File: config.mk
export PLATFORM = sky130hd
export DESIGN_NAME = opr_route_dp
export DESIGN_NICKNAME = d
export VERILOG_FILES = /design/src/rtl/opr_pkg.sv /design/src/rtl/opr_pool_mux.sv /design/src/rtl/opr_alu.sv /design/src/rtl/opr_unit.sv /design/src/rtl/opr_route_dp.sv
export SDC_FILE = /design/constraint.sdc
export NUM_CORES = 1
export LEC_CHECK = 0
export ABC_AREA = 1
export BUFFER_PORTS_ARGS = -buffer_cell sky130_fd_sc_hd__buf_2
export CAP_MARGIN = 30
export CORE_UTILIZATION = 45
export CTS_CLUSTER_SIZE = 12
export DETAILED_ROUTE_END_ITERATION = 10
export GPL_TIMING_DRIVEN = 0
export PLACE_DENSITY = 0.65
export SYNTH_ARGS = -nofsm -noshare
export SYNTH_HDL_FRONTEND = slang
export SYNTH_SLANG_ARGS = --single-unit
export TNS_END_PERCENT = 10
File: constraint.sdc
create_clock -name clk -period 15.2 [get_ports clk]
set_input_delay 2.28 -clock clk [delete_from_list [all_inputs] [get_ports clk]]
set_output_delay 2.28 -clock clk [all_outputs]
set_load 0.005 [all_outputs]
File: src/rtl/opr_pkg.sv
package opr_pkg;

   localparam int NUM_UNITS     = 4;
   localparam int SEL_W         = 3;
   localparam int SELS_PER_UNIT = 2;
   localparam int UNIT_SEL_W    = SEL_W * SELS_PER_UNIT;
   localparam int BUNDLE_W      = UNIT_SEL_W * NUM_UNITS;

   localparam logic [SEL_W-1:0] IDX_ZERO      = 3'd0;
   localparam logic [SEL_W-1:0] IDX_ONE       = 3'd1;
   localparam logic [SEL_W-1:0] IDX_EXT       = 3'd2;
   localparam int               IDX_UNIT_BASE = 3;
   localparam int               POOL_SIZE     = IDX_UNIT_BASE + NUM_UNITS;

   typedef enum logic [1:0] {
      OP_PASS = 2'd0,
      OP_ADD  = 2'd1,
      OP_SUB  = 2'd2,
      OP_MUL  = 2'd3
   } unit_op_e;

endpackage

File: src/rtl/opr_pool_mux.sv
module opr_pool_mux
   import opr_pkg::*;
#(
   parameter int DATA_W = 16,
   parameter int N_SRC  = NUM_UNITS
) (
   input  logic [SEL_W-1:0]        sel,
   input  logic [DATA_W-1:0]       ext_val,
   input  logic [N_SRC*DATA_W-1:0] unit_q,
   output logic [DATA_W-1:0]       val
);

   localparam int LAST_IDX = IDX_UNIT_BASE + N_SRC - 1;

   if (LAST_IDX >= (1 << SEL_W)) begin : g_bad_range
      $error("opr_pool_mux: pool does not fit in the select width");
   end

   always_comb begin
      val = '0;
      if (sel == IDX_ONE) begin
         val = {{(DATA_W-1){1'b0}}, 1'b1};
      end else if (sel == IDX_EXT) begin
         val = ext_val;
      end else begin
         for (int s = 0; s < N_SRC; s++) begin
            if (int'(sel) == IDX_UNIT_BASE + s) val = unit_q[s*DATA_W +: DATA_W];
         end
      end
   end

endmodule

File: src/rtl/opr_alu.sv
module opr_alu
   import opr_pkg::*;
#(
   parameter int       DATA_W = 16,
   parameter unit_op_e OP     = OP_PASS
) (
   input  logic [DATA_W-1:0] opa,
   input  logic [DATA_W-1:0] opb,
   output logic [DATA_W-1:0] res
);

   if (DATA_W < 2) begin : g_bad_width
      $error("opr_alu: DATA_W must be at least 2");
   end

   if (OP == OP_ADD) begin : g_add
      assign res = opa + opb;
   end else if (OP == OP_SUB) begin : g_sub
      assign res = opa - opb;
   end else if (OP == OP_MUL) begin : g_mul
      assign res = opa * opb;
   end else begin : g_pass
      logic [DATA_W-1:0] keep_b;
      assign keep_b = opb & '0;
      assign res    = opa | keep_b;
   end

endmodule

File: src/rtl/opr_unit.sv
module opr_unit
   import opr_pkg::*;
#(
   parameter int       DATA_W = 16,
   parameter int       N_SRC  = NUM_UNITS,
   parameter unit_op_e OP     = OP_PASS
) (
   input  logic                    clk,
   input  logic                    rst,
   input  logic [SEL_W-1:0]        sel_a,
   input  logic [SEL_W-1:0]        sel_b,
   input  logic [DATA_W-1:0]       ext_val,
   input  logic [N_SRC*DATA_W-1:0] pool_q,
   output logic [DATA_W-1:0]       q
);

   logic [DATA_W-1:0] opa, opb, res;

   opr_pool_mux #(.DATA_W(DATA_W), .N_SRC(N_SRC)) u_mux_a (
      .sel(sel_a), .ext_val(ext_val), .unit_q(pool_q), .val(opa)
   );

   opr_pool_mux #(.DATA_W(DATA_W), .N_SRC(N_SRC)) u_mux_b (
      .sel(sel_b), .ext_val(ext_val), .unit_q(pool_q), .val(opb)
   );

   opr_alu #(.DATA_W(DATA_W), .OP(OP)) u_alu (
      .opa(opa), .opb(opb), .res(res)
   );

   always_ff @(posedge clk) begin
      if (rst) q <= '0;
      else     q <= res;
   end

   // one edge after reset was sampled high, the register must read zero
   logic rst_seen;
   always_ff @(posedge clk) rst_seen <= rst;

   always_ff @(posedge clk) begin
      if (rst_seen) begin
         assert_reset_clears_R9: assert (q == '0)
            else $error("unit register not cleared by reset");
      end
   end

endmodule

File: src/rtl/opr_route_dp.sv
module opr_route_dp
   import opr_pkg::*;
#(
   parameter int DATA_W = 16
) (
   input  logic                clk,
   input  logic                rst,
   input  logic [DATA_W-1:0]   data_in,
   input  logic [BUNDLE_W-1:0] sel_bundle,
   output logic [DATA_W-1:0]   data_out
);

   logic [NUM_UNITS*DATA_W-1:0] pool_q;

   for (genvar u = 0; u < NUM_UNITS; u++) begin : g_unit
      opr_unit #(
         .DATA_W(DATA_W),
         .N_SRC (NUM_UNITS),
         .OP    (unit_op_e'(u))
      ) u_unit (
         .clk    (clk),
         .rst    (rst),
         .sel_a  (sel_bundle[u*UNIT_SEL_W +: SEL_W]),
         .sel_b  (sel_bundle[u*UNIT_SEL_W + SEL_W +: SEL_W]),
         .ext_val(data_in),
         .pool_q (pool_q),
         .q      (pool_q[u*DATA_W +: DATA_W])
      );
   end

   assign data_out = pool_q[0 +: DATA_W];

   // Port-level checks on unit 0 routing
   logic [SEL_W-1:0] u0_a;
   assign u0_a = sel_bundle[SEL_W-1:0];

   // external input through unit 0 arrives one edge later
   assert_ext_pass_R1: assert property (@(posedge clk) disable iff (rst)
      (u0_a == IDX_EXT) |=> (data_out == $past(data_in)));

   // constant one
   assert_const_one_R1: assert property (@(posedge clk) disable iff (rst)
      (u0_a == IDX_ONE) |=> (data_out == DATA_W'(1)));

   // index 7 and index 0 both give zero
   assert_idx7_zero_R3: assert property (@(posedge clk) disable iff (rst)
      (u0_a == 3'd7 || u0_a == IDX_ZERO) |=> (data_out == '0));

   // unit 0 selecting its own register holds its value
   assert_self_hold_R4: assert property (@(posedge clk) disable iff (rst)
      (u0_a == 3'(IDX_UNIT_BASE)) |=> $stable(data_out));

   // unit 0 taking unit 1's register sees the value from before the edge
   assert_old_snapshot_R11: assert property (@(posedge clk) disable iff (rst)
      (u0_a == 3'(IDX_UNIT_BASE + 1)) |=>
         (data_out == $past(pool_q[DATA_W +: DATA_W])));

endmodule

* Word level (Yosys, flattened, before mapping) *
Index checks and enable logic that the tools add are counted.

storage, ports and cells
  logic and storage cells = 95
  register bits = 64
  output and inout bits = 16

cells by class
  $add $sub $neg = 2
  equal/unequal tests = 44
  reduce and logical (&&, ||, !) cells = 1
  multiplexer cells = 42
  multiply operators = 1

operators by type and width
  kind                                                                    count
  16-bit 2-to-1 mux                                                       41
  3-bit equality test (second input constant)                             21
  3-bit by 2-bit equality test with 1-bit output (second input constant)  14
  3-bit by 1-bit equality test with 1-bit output (second input constant)  7
  16-bit adder                                                            1
  16-bit by 16-bit multiplier with 16-bit output                          1
  16-bit subtractor                                                       1
  6-bit by 3-bit != test with 1-bit output (second input constant)        1
  5-bit by 2-bit != test with 1-bit output (second input constant)        1
  2-bit OR reduction                                                      1
  1-bit 2-to-1 mux                                                        1

* Longest topological paths before layout *
Gate-level depths: netlist (run 1).

  depth in word-level cells = 8
  gate-level depth with buffers = 35

* By module *
A second synthesis (run 1) with hierarchy kept.

unflattened totals
  cell total of the unflattened synthesis = 2582
  area, all modules = 16533.4 sq um

modules (own cells, without submodules)
  module                            area an instance (sq um)  seq. area each (sq um)  instances  cells each
  opr_pool_mux                      1041.0                    0.0                     8          170
  opr_alu (g_unit[3].u_unit.u_alu)  4287.9                    0.0                     1          634
  opr_unit                          474.2                     320.3                   4          50
  opr_alu (g_unit[2].u_unit.u_alu)  972.2                     0.0                     1          196
  opr_alu (g_unit[1].u_unit.u_alu)  928.4                     0.0                     1          176
  opr_alu (g_unit[0].u_unit.u_alu)  120.1                     0.0                     1          16

* Worst setup path before layout (run 1) *
OpenSTA, ideal clock, no wires.

  kind = input port to flip-flop
  start = in sel_bundle[23]
  end = reg g_unit[3].u_unit.q[14]
  cell stages on the path = 29
  arrival = 7697 ps
  slack = 7433 ps
  cell sequence = buf_4 > nand2_4 > nor2_2 > nand2_1 > nand3_1 > nand2_1 > nand2_1 > clkbuf_1 > nor2_1 > fa_1 > inv_1 > fa_1 > inv_1 > fa_1 > inv_1 > fa_1 > inv_1 > fa_1 > inv_1 > fa_1 > inv_1 > ha_1 > inv_1 > o31ai_1 > nand2_1 > nand2_1 > a21o_1 > o21ai_0 > a21oi_1

on the way
  cells in the longest elaborated chain, start to end = 8
  elaborated cells between the ends (all ways) = 13
  classes of those cells = mul: 1; eq/ne: 6; mux: 6

ends and longest elaborated chain
  element                                           RTL line            RTL
  from (decl)                                       opr_route_dp.sv:9   input logic [BUNDLE_W-1:0] sel_bundle,
  3-bit equality test                               opr_pool_mux.sv:27  if (int'(sel) == IDX_UNIT_BASE + s) val = unit_q[s*DATA_W +: DATA_W];
  16-bit 2-to-1 mux (4 in a row)                    opr_pool_mux.sv:27
  16-bit 2-to-1 mux                                 opr_pool_mux.sv:23  end else if (sel == IDX_EXT) begin
  16-bit 2-to-1 mux *                               opr_pool_mux.sv:21  if (sel == IDX_ONE) begin
  16-bit by 16-bit multiplier with 16-bit output *  opr_alu.sv:21       assign res = opa * opb;
  to (signal assigned)                              opr_unit.sv:33      else q <= res;
  to (decl)                                         opr_unit.sv:14      output logic [DATA_W-1:0] q

Every way passes the cells marked *; elsewhere a longest branch is shown, timed or not.
A chain may end at the register's enable or synchronous reset.

* Final worst setup path (run 1) *
Same ends and word-level chain as after synthesis.

==> results.json, run 1 <==
{
  "reg2reg_slack_ns": 8.56,
  "critPathCaptureType": "register",
  "hp-start": "g_unit[0].u_unit.q[15]",
  "synth_flop_cell": "dfxtp_1",
  "p_int_uw": 518,
  "crit_path_max_fanout": 10,
  "holdPathStages": 2,
  "crit_type": "in -> reg",
  "dpl.hpwl_mm": 42.1,
  "clock_skew_ns": 0.00767,
  "synthArstFlopShare": 0,
  "leakage_nw": 5.65,
  "clk_path_buf_depth": 2,
  "root_buffer": "clkbuf_16",
  "grt_pass1_wl_mm": 76.1,
  "routed_wl_mm": 51.8,
  "hold_viol": 0,
  "synth_seq_cells": 64,
  "worst-endpoint-required_ns": 15.46,
  "cp_slowest_stage_delay_ns": 0.56,
  "synth_edf_count": 0,
  "switching_share": 0.534,
  "period_share": 0.583,
  "drtAntennaViolNets": 0,
  "finalSetupViolCount": 0,
  "portBuffers": 52,
  "clkLatencyLatePin_ns": 0.36,
  "r2r_end": "g_unit[3].u_unit.q[14]",
  "synth-warning-count": 0,
  "worst_r2r_startpoint": "g_unit[1].u_unit.q[4]",
  "grt_max_degree": 14,
  "antenna_found_initial": 2,
  "cts_max_level": 3,
  "top_regs": "g_unit.u_unit.q x64",
  "ir_worst_vdd_v": 0.000103,
  "largest_reg_flops": 64,
  "cts_sinks": 64,
  "syn_inst": 1693,
  "start_util": 0.463,
  "cpMaxStageDelayCell": "fa_1",
  "clockPowerShare": 0.205,
  "min_to": "g_unit[0].u_unit.q[15]",
  "cts_tree": "built",
  "num_rows": 56,
  "nNetsFinal": 1962,
  "power_density_mw_per_mm2": 92.8,
  "die_x_um": 158,
  "ctsResizeCount": 0,
  "yosysUniqueCellTypes": 53,
  "via_per_inst": 6.18,
  "rr_worst_depth": 27,
  "critPathLaunchType": "input port",
  "crit_arrival_ns": 9.13,
  "regMostFlops": "g_unit.u_unit.q",
  "finalMaxSlewViolations": 0,
  "wl_per_cell_um": 24.9,
  "design.die.area_mm2": 0.0251,
  "drive_gt1_frac": 0.0777,
  "cts_made_buffers": 9,
  "setup_tns_ns": 0,
  "min_period_ns": 8.87,
  "p_seq_frac": 0.271,
  "die_h_um": 158,
  "relSlewSlack": 0.287,
  "maxClockFrequency_mhz": 113,
  "n_antenna_cell": 0,
  "cp_common_cell": "inv_1",
  "cts_setup_buffers": 0,
  "maxCapViolCount": 0,
  "routabilityCongestion": 1.09,
  "dr.pass1.iters": 7,
  "syn2layout_area_growth_pct": 8.95,
  "clk_pin_slew_worst_paths_ns": 0.07,
  "ys_seq_area_frac": 0.116,
  "syn_area_per_cell_um2": 6.50,
  "core_mm2": 0.0238,
  "whs_ns": 0.543,
  "cts_hold_buf": 0,
  "power.net_switching_uw": 593,
  "ios": 58,
  "drt_iter0_markers": 1824,
  "tightest_slew_ns": 1.04,
  "drc_errors": 0,
  "rsz0062_at_grt": "no",
  "gr-total-overflow": 0,
  "vias": 12900,
  "grt_pass1_vias": 12000,
  "hp-class": "reg -> reg",
  "pwr-share-comb": 0.524,
  "outcome": "completed",
  "gr-usage-all-layers": 0.422,
  "synth_area_mm2": 0.0110,
  "synth_nets": 1896
}
-- area by class of cell --
class / count / area [um^2]
Sequential cell: 64 / 1280
Inverter: 347 / 1300
Timing Repair Buffer: 55 / 282
Multi-Input combinational cell: 1216 / 8060
Fill cell: 2506 / 11800
Buffer: 66 / 355
Tap cell: 319 / 399
Clock buffer: 9 / 225
Clock inverter: 7 / 78.8
-- cells in the final DEF (no fill, tap or decap), types with 5 or more instances in the layout --
cell,count
nor2_2,6
o21a_1,10
a21oi_1,127
a2111oi_0,13
o41ai_1,5
dfxtp_1,64
clkbuf_16,9
inv_1,333
nand2_2,5
buf_1,6
buf_4,22
nor2_4,5
clkbuf_1,29
a221oi_1,10
nor2_1,217
nand4_1,36
a22oi_1,13
o211ai_1,9
o21ai_0,126
nor3_1,15
xor2_1,6
nand3_1,56
o221ai_1,47
o21ai_1,6
ha_1,79
a31oi_1,11
o22ai_1,47
a211oi_1,6
a21boi_0,5
inv_2,11
fa_1,82
nand2_1,239
o2111ai_1,6
buf_2,61
-- power groups by stage --
| stage | registers, mW | logic (mW) | clock network [mW] |
|---|---|---|---|
| global route | 0.295 | 0.646 | 0.233 |
| CTS | 0.287 | 0.566 | 0.228 |
| detailed placement | 0.290 | 0.558 | 0 |
| floorplan | 0.233 | 0.382 | 0 |
| global placement | 0.292 | 0.555 | 0 |
| finish | 0.301 | 0.582 | 0.228 |
-- worst max-delay path by stage --
stage | start | end | slack [ns] | cells past startpoint
global placement | sel_bundle[19] | g_unit[3].u_unit.q[14] | 6.16 | 28
finish | sel_bundle[23] | g_unit[3].u_unit.q[14] | 6.33 | 30
detailed placement | sel_bundle[23] | g_unit[3].u_unit.q[14] | 6.15 | 30
CTS | sel_bundle[23] | g_unit[3].u_unit.q[14] | 6.44 | 30
global route | sel_bundle[23] | g_unit[3].u_unit.q[14] | 6.05 | 30
floorplan | sel_bundle[23] | g_unit[3].u_unit.q[14] | 7.43 | 29
-- Yosys cell counts, drive strengths merged (29+ instances only) --
library cell	count	area, um^2
clkbuf	29	109
nand2	245	940
nor2	229	928
nand4	36	225
inv	344	1290
o22ai	48	307
ha	79	988
o21ai	134	686
fa	82	1640
o221ai	47	412
a21oi	127	636
dfxtp	64	1280
nand3	57	290
buf	37	246
-- per-stage QoR --
| step | setup WS [ns] | power, mW | utilization | std cells | cell area [um^2] |
|---|---|---|---|---|---|
| final | 6.33 | 1.11 | 0.505 | 2083 | 12000 |
| after detailed placement | 6.15 | 0.848 | 0.491 | 2066 | 11700 |
| after global placement | 6.16 | 0.847 | 0.491 | 2064 | 11700 |
| after global routing | 6.05 | 1.17 | 0.505 | 2083 | 12000 |
| after CTS | 6.44 | 1.08 | 0.504 | 2082 | 12000 |
| after floorplan | 7.43 | 0.615 | - | 1693 | 11000 |
-- worst max-delay path, delay by kind of cell --
| family | cells | cell delay [ns] |
|---|---|---|
| and+or+nand+nor | 9 | 1.39 |
| buffers and inverters | 10 | 1.21 |
| AOI/OAI and AO/OA | 4 | 0.82 |
| adders and majority gates | 7 | 3.41 |
-- per-layer routing --
layer / GRT usage / part of all wire
met1: 0.587 / 0.42
met2: 0.606 / 0.40
met3: 0.128 / 0.14
met4: 0.157 / 0.043
met5: 0 / 0
-- logic make-up (layout without fill, tap and decap cells) --
group                    after synthesis  in the layout  share of synthesized area
AND/OR/NAND/NOR                      591            591                      0.230
AO/OA/AOI/OAI                        456            456                      0.258
buffers and inverters                413            484                      0.151
adder cells (fa/ha/maj)              161            161                      0.239
flip-flops                            64             64                      0.116
XOR/XNOR                               8              8                    0.00637
No activity file was read; power rests on OpenSTA's default activity.
==> run 2: changes to the inputs <==
--- a/config.mk
+++ b/config.mk
@@ -5,7 +5,7 @@
 export SDC_FILE = /design/constraint.sdc
 export NUM_CORES = 1
 export LEC_CHECK = 0
-export ABC_AREA = 1
+export ABC_AREA = 0
 export BUFFER_PORTS_ARGS = -buffer_cell sky130_fd_sc_hd__buf_2
 export CAP_MARGIN = 30
 export CORE_UTILIZATION = 45
==> constraint.sdc (replaced) <==
create_clock -name clk -period 8.5 [get_ports clk]
set_input_delay 1.275 -clock clk [delete_from_list [all_inputs] [get_ports clk]]
set_output_delay 1.275 -clock clk [all_outputs]
set_load 0.005 [all_outputs]
==> results.json, run 2 <==
{
  "outcome": "completed",
  "yosysMostFrequentCell": "nor2_1",
  "crit_path_start": "sel_bundle[18]",
  "final_util": 0.494,
  "crit_type": "in -> reg",
  "cp_common_cell": "inv_1",
  "clkLatencyLatePin_ns": 0.36,
  "hold_viol": 0,
  "yosysTopAreaCellShare": 0.138,
  "num_rows": 59,
  "dpl.hpwl_mm": 40.3,
  "yosys.area_share.xor_xnor": 0.0389,
  "core_mm2": 0.0260,
  "synth_area_leaders": "fa_1 14%, dfxtp_1 11%, ha_1 8.3%",
  "synth_edf_count": 0,
  "gr-usage-all-layers": 0.405,
  "synthMuxAreaShare": 0.0821,
  "syn_area_per_cell_um2": 7.17,
  "pwr-share-comb": 0.540,
  "top_regs": "g_unit.u_unit.q x64",
  "switching_share": 0.524,
  "dr.pass1.iters": 7,
  "critPathCaptureType": "register",
  "gr-total-overflow": 0,
  "nNetsFinal": 1916,
  "critPathLaunchType": "input port",
  "period_share": 0.940,
  "clockPowerShare": 0.188,
  "routabilityCongestion": 1.04,
  "tightest_slew_ns": 1.10,
  "ios": 58,
  "worst-endpoint-required_ns": 8.79,
  "layout_common_cells": "253 x nor2_1, 161 x inv_1, 157 x o21ai_0",
  "placedInstanceArea_mm2": 0.0125,
  "power_density_mw_per_mm2": 172,
  "synth_nets": 1859,
  "die_x_um": 164,
  "clock_skew_ns": 0.0121,
  "power.net_switching_mw": 1.16,
  "relSlewSlack": 0.270,
  "synth_top_family_by_area": "compound AO/OA/AOI/OAI gates",
  "design.die.area_mm2": 0.0270,
  "layout.cells.non_filler": 2055,
  "yosysUniqueCellTypes": 71,
  "ir_worst_vdd_v": 0.0000908,
  "hp-start": "g_unit[0].u_unit.q[12]",
  "hp-class": "reg -> reg",
  "grt_pass1_vias": 11800,
  "antenna_found_initial": 1,
  "synth-simple-area-share": 0.209,
  "drt_iter0_markers": 2352,
  "leakage_nw": 5.58,
  "ys_seq_area_frac": 0.108,
  "ctsResizeCount": 0,
  "rr_worst_depth": 24,
  "finalSetupViolCount": 0,
  "via_per_inst": 6.40,
  "finalPower_mw": 2.21,
  "synth_area_mm2": 0.0119,
  "maxClockFrequency_mhz": 125,
  "synth_flop_cell": "dfxtp_1",
  "min_period_ns": 7.99,
  "drive_gt1_frac": 0.0832,
  "syn_inst": 1656,
  "start_util": 0.457,
  "cts_setup_buffers": 0,
  "crit_end": "g_unit[3].u_unit.q[15]",
  "p_int_mw": 1.05,
  "ys_top_cells_by_count": "253 x nor2_1, 161 x inv_1, 157 x o21ai_0",
  "crit_path_max_fanout": 10,
  "vias": 13200,
  "rsz0062_at_grt": "no",
  "cp_slowest_stage_delay_ns": 0.60,
  "clk_path_buf_depth": 2,
  "grt_pass1_wl_mm": 78.1,
  "wl_per_cell_um": 26.5,
  "cts_sinks": 64,
  "worst_r2r_startpoint": "g_unit[0].u_unit.q[5]",
  "clk_pin_slew_worst_paths_ns": 0.07,
  "reg2reg_slack_ns": 1.39,
  "cpMaxStageDelayCell": "clkbuf_1",
  "mostFrequentLayoutCell": "nor2_1",
  "n_fill_cell": 2703,
  "largest_reg_flops": 64,
  "root_buffer": "clkbuf_16",
  "synth_top_area_cell": "fa_1",
  "syn2layout_area_growth_pct": 8.08,
  "die_h_um": 164,
  "crit_arrival_ns": 8.28,
  "routed_wl_mm": 54.5,
  "cts_hold_buf": 0,
  "drc_errors": 0,
  "fin_area_mm2": 0.0128,
  "setup_tns_ns": 0,
  "synth_compound_area_frac": 0.240,
  "cts_max_level": 3,
  "dpl.cell_count": 2037,
  "synthArstFlopShare": 0,
  "portBuffers": 46,
  "synth_seq_cells": 64,
  "cts_tree": "built",
  "synth-warning-count": 0,
  "synth_fa_ha_area_frac": 0.221,
  "drtAntennaViolNets": 0,
  "regMostFlops": "g_unit.u_unit.q",
  "maxCapViolCount": 0,
  "grt_max_degree": 14,
  "cts_made_buffers": 9,
  "r2r_end": "g_unit[3].u_unit.q[15]",
  "finalMaxSlewViolations": 0,
  "p_seq_frac": 0.272
}
[run 2: cell count changes after synthesis, moves of 41 or more]
| cell | delta |
|---|---|
| nand2_1 | -84 |
| nor2b_1 | +44 |
| o221ai_1 | -41 |
| a21oi_1 | -70 |
| inv_1 | -172 |
| nand3_1 | -48 |
| mux2i_1 | +85 |
[run 2: stage by stage]
step | setup slack, ns | hold slack, ns
detailed placement | 0.272 | 0.730
CTS | 0.585 | 0.745
global placement | 0.255 | 0.718
global route | 0.158 | 0.817
floorplan | 1.31 | 0.534
finish | 0.509 | 0.798
[run 2: worst min path at each step]
stage | endpoint | depth (start not counted)
after global routing | g_unit[0].u_unit.q[12] | 2
after floorplan | g_unit[0].u_unit.q[10] | 2
final | g_unit[0].u_unit.q[12] | 2
after detailed placement | g_unit[0].u_unit.q[4] | 2
after global placement | g_unit[0].u_unit.q[4] | 2
after CTS | g_unit[0].u_unit.q[4] | 2
[run 2: cell type report]
class / instances / area, um^2 / area share
Inverter: 162 / 608 / 0.0474
Sequential cell: 64 / 1280 / 0.0998
Clock inverter: 7 / 80.1 / 0.00624
Tap cell: 335 / 419 / 0.0327
Buffer: 122 / 588 / 0.0458
Multi-Input combinational cell: 1308 / 9400 / 0.732
Timing Repair Buffer: 46 / 230 / 0.0179
Antenna cell: 2 / 5.00 / 0.000390
Clock buffer: 9 / 225 / 0.0175
[run 2: kinds of logic (layout without fill, tap and decap cells)]
group                      Yosys count  in the layout
AOI/OAI and AO/OA                  442            442
xor gates and xnor gates            48             48
adders and majority gates          161            161
buffers and inverters              284            346
DFF                                 64             64
muxes                               96             96
other                                0              2
and+or+nand+nor                    561            561
[run 2: routing by layer]
layer  vias to the layer above  wire, um  GRT usage  part of all wire
li1                       5749         -          -                 -
met1                      6224     22100      0.552              0.41
met2                       926     21300      0.559              0.39
met3                       254      7770      0.146              0.14
met4                         4      3280      0.195             0.060
met5                         -        78     0.0208            0.0014
[run 2: worst max-delay path: cells and delay by family]
kind            cells  cell delay, ns
mux                 1            0.33
fa+ha+maj           7            2.77
xor+xnor            1            0.46
compound gates      6            1.41
simple gates        2            0.24
buf+inv            10            1.79
[run 2: power by group through the flow]
stage,combinational [mW],clock [mW],sequential (mW)
final,1.19,0.415,0.602
after global routing,1.31,0.424,0.578
after CTS,1.16,0.411,0.569
after detailed placement,1.15,0,0.576
after global placement,1.14,0,0.578
after floorplan,0.817,0,0.433
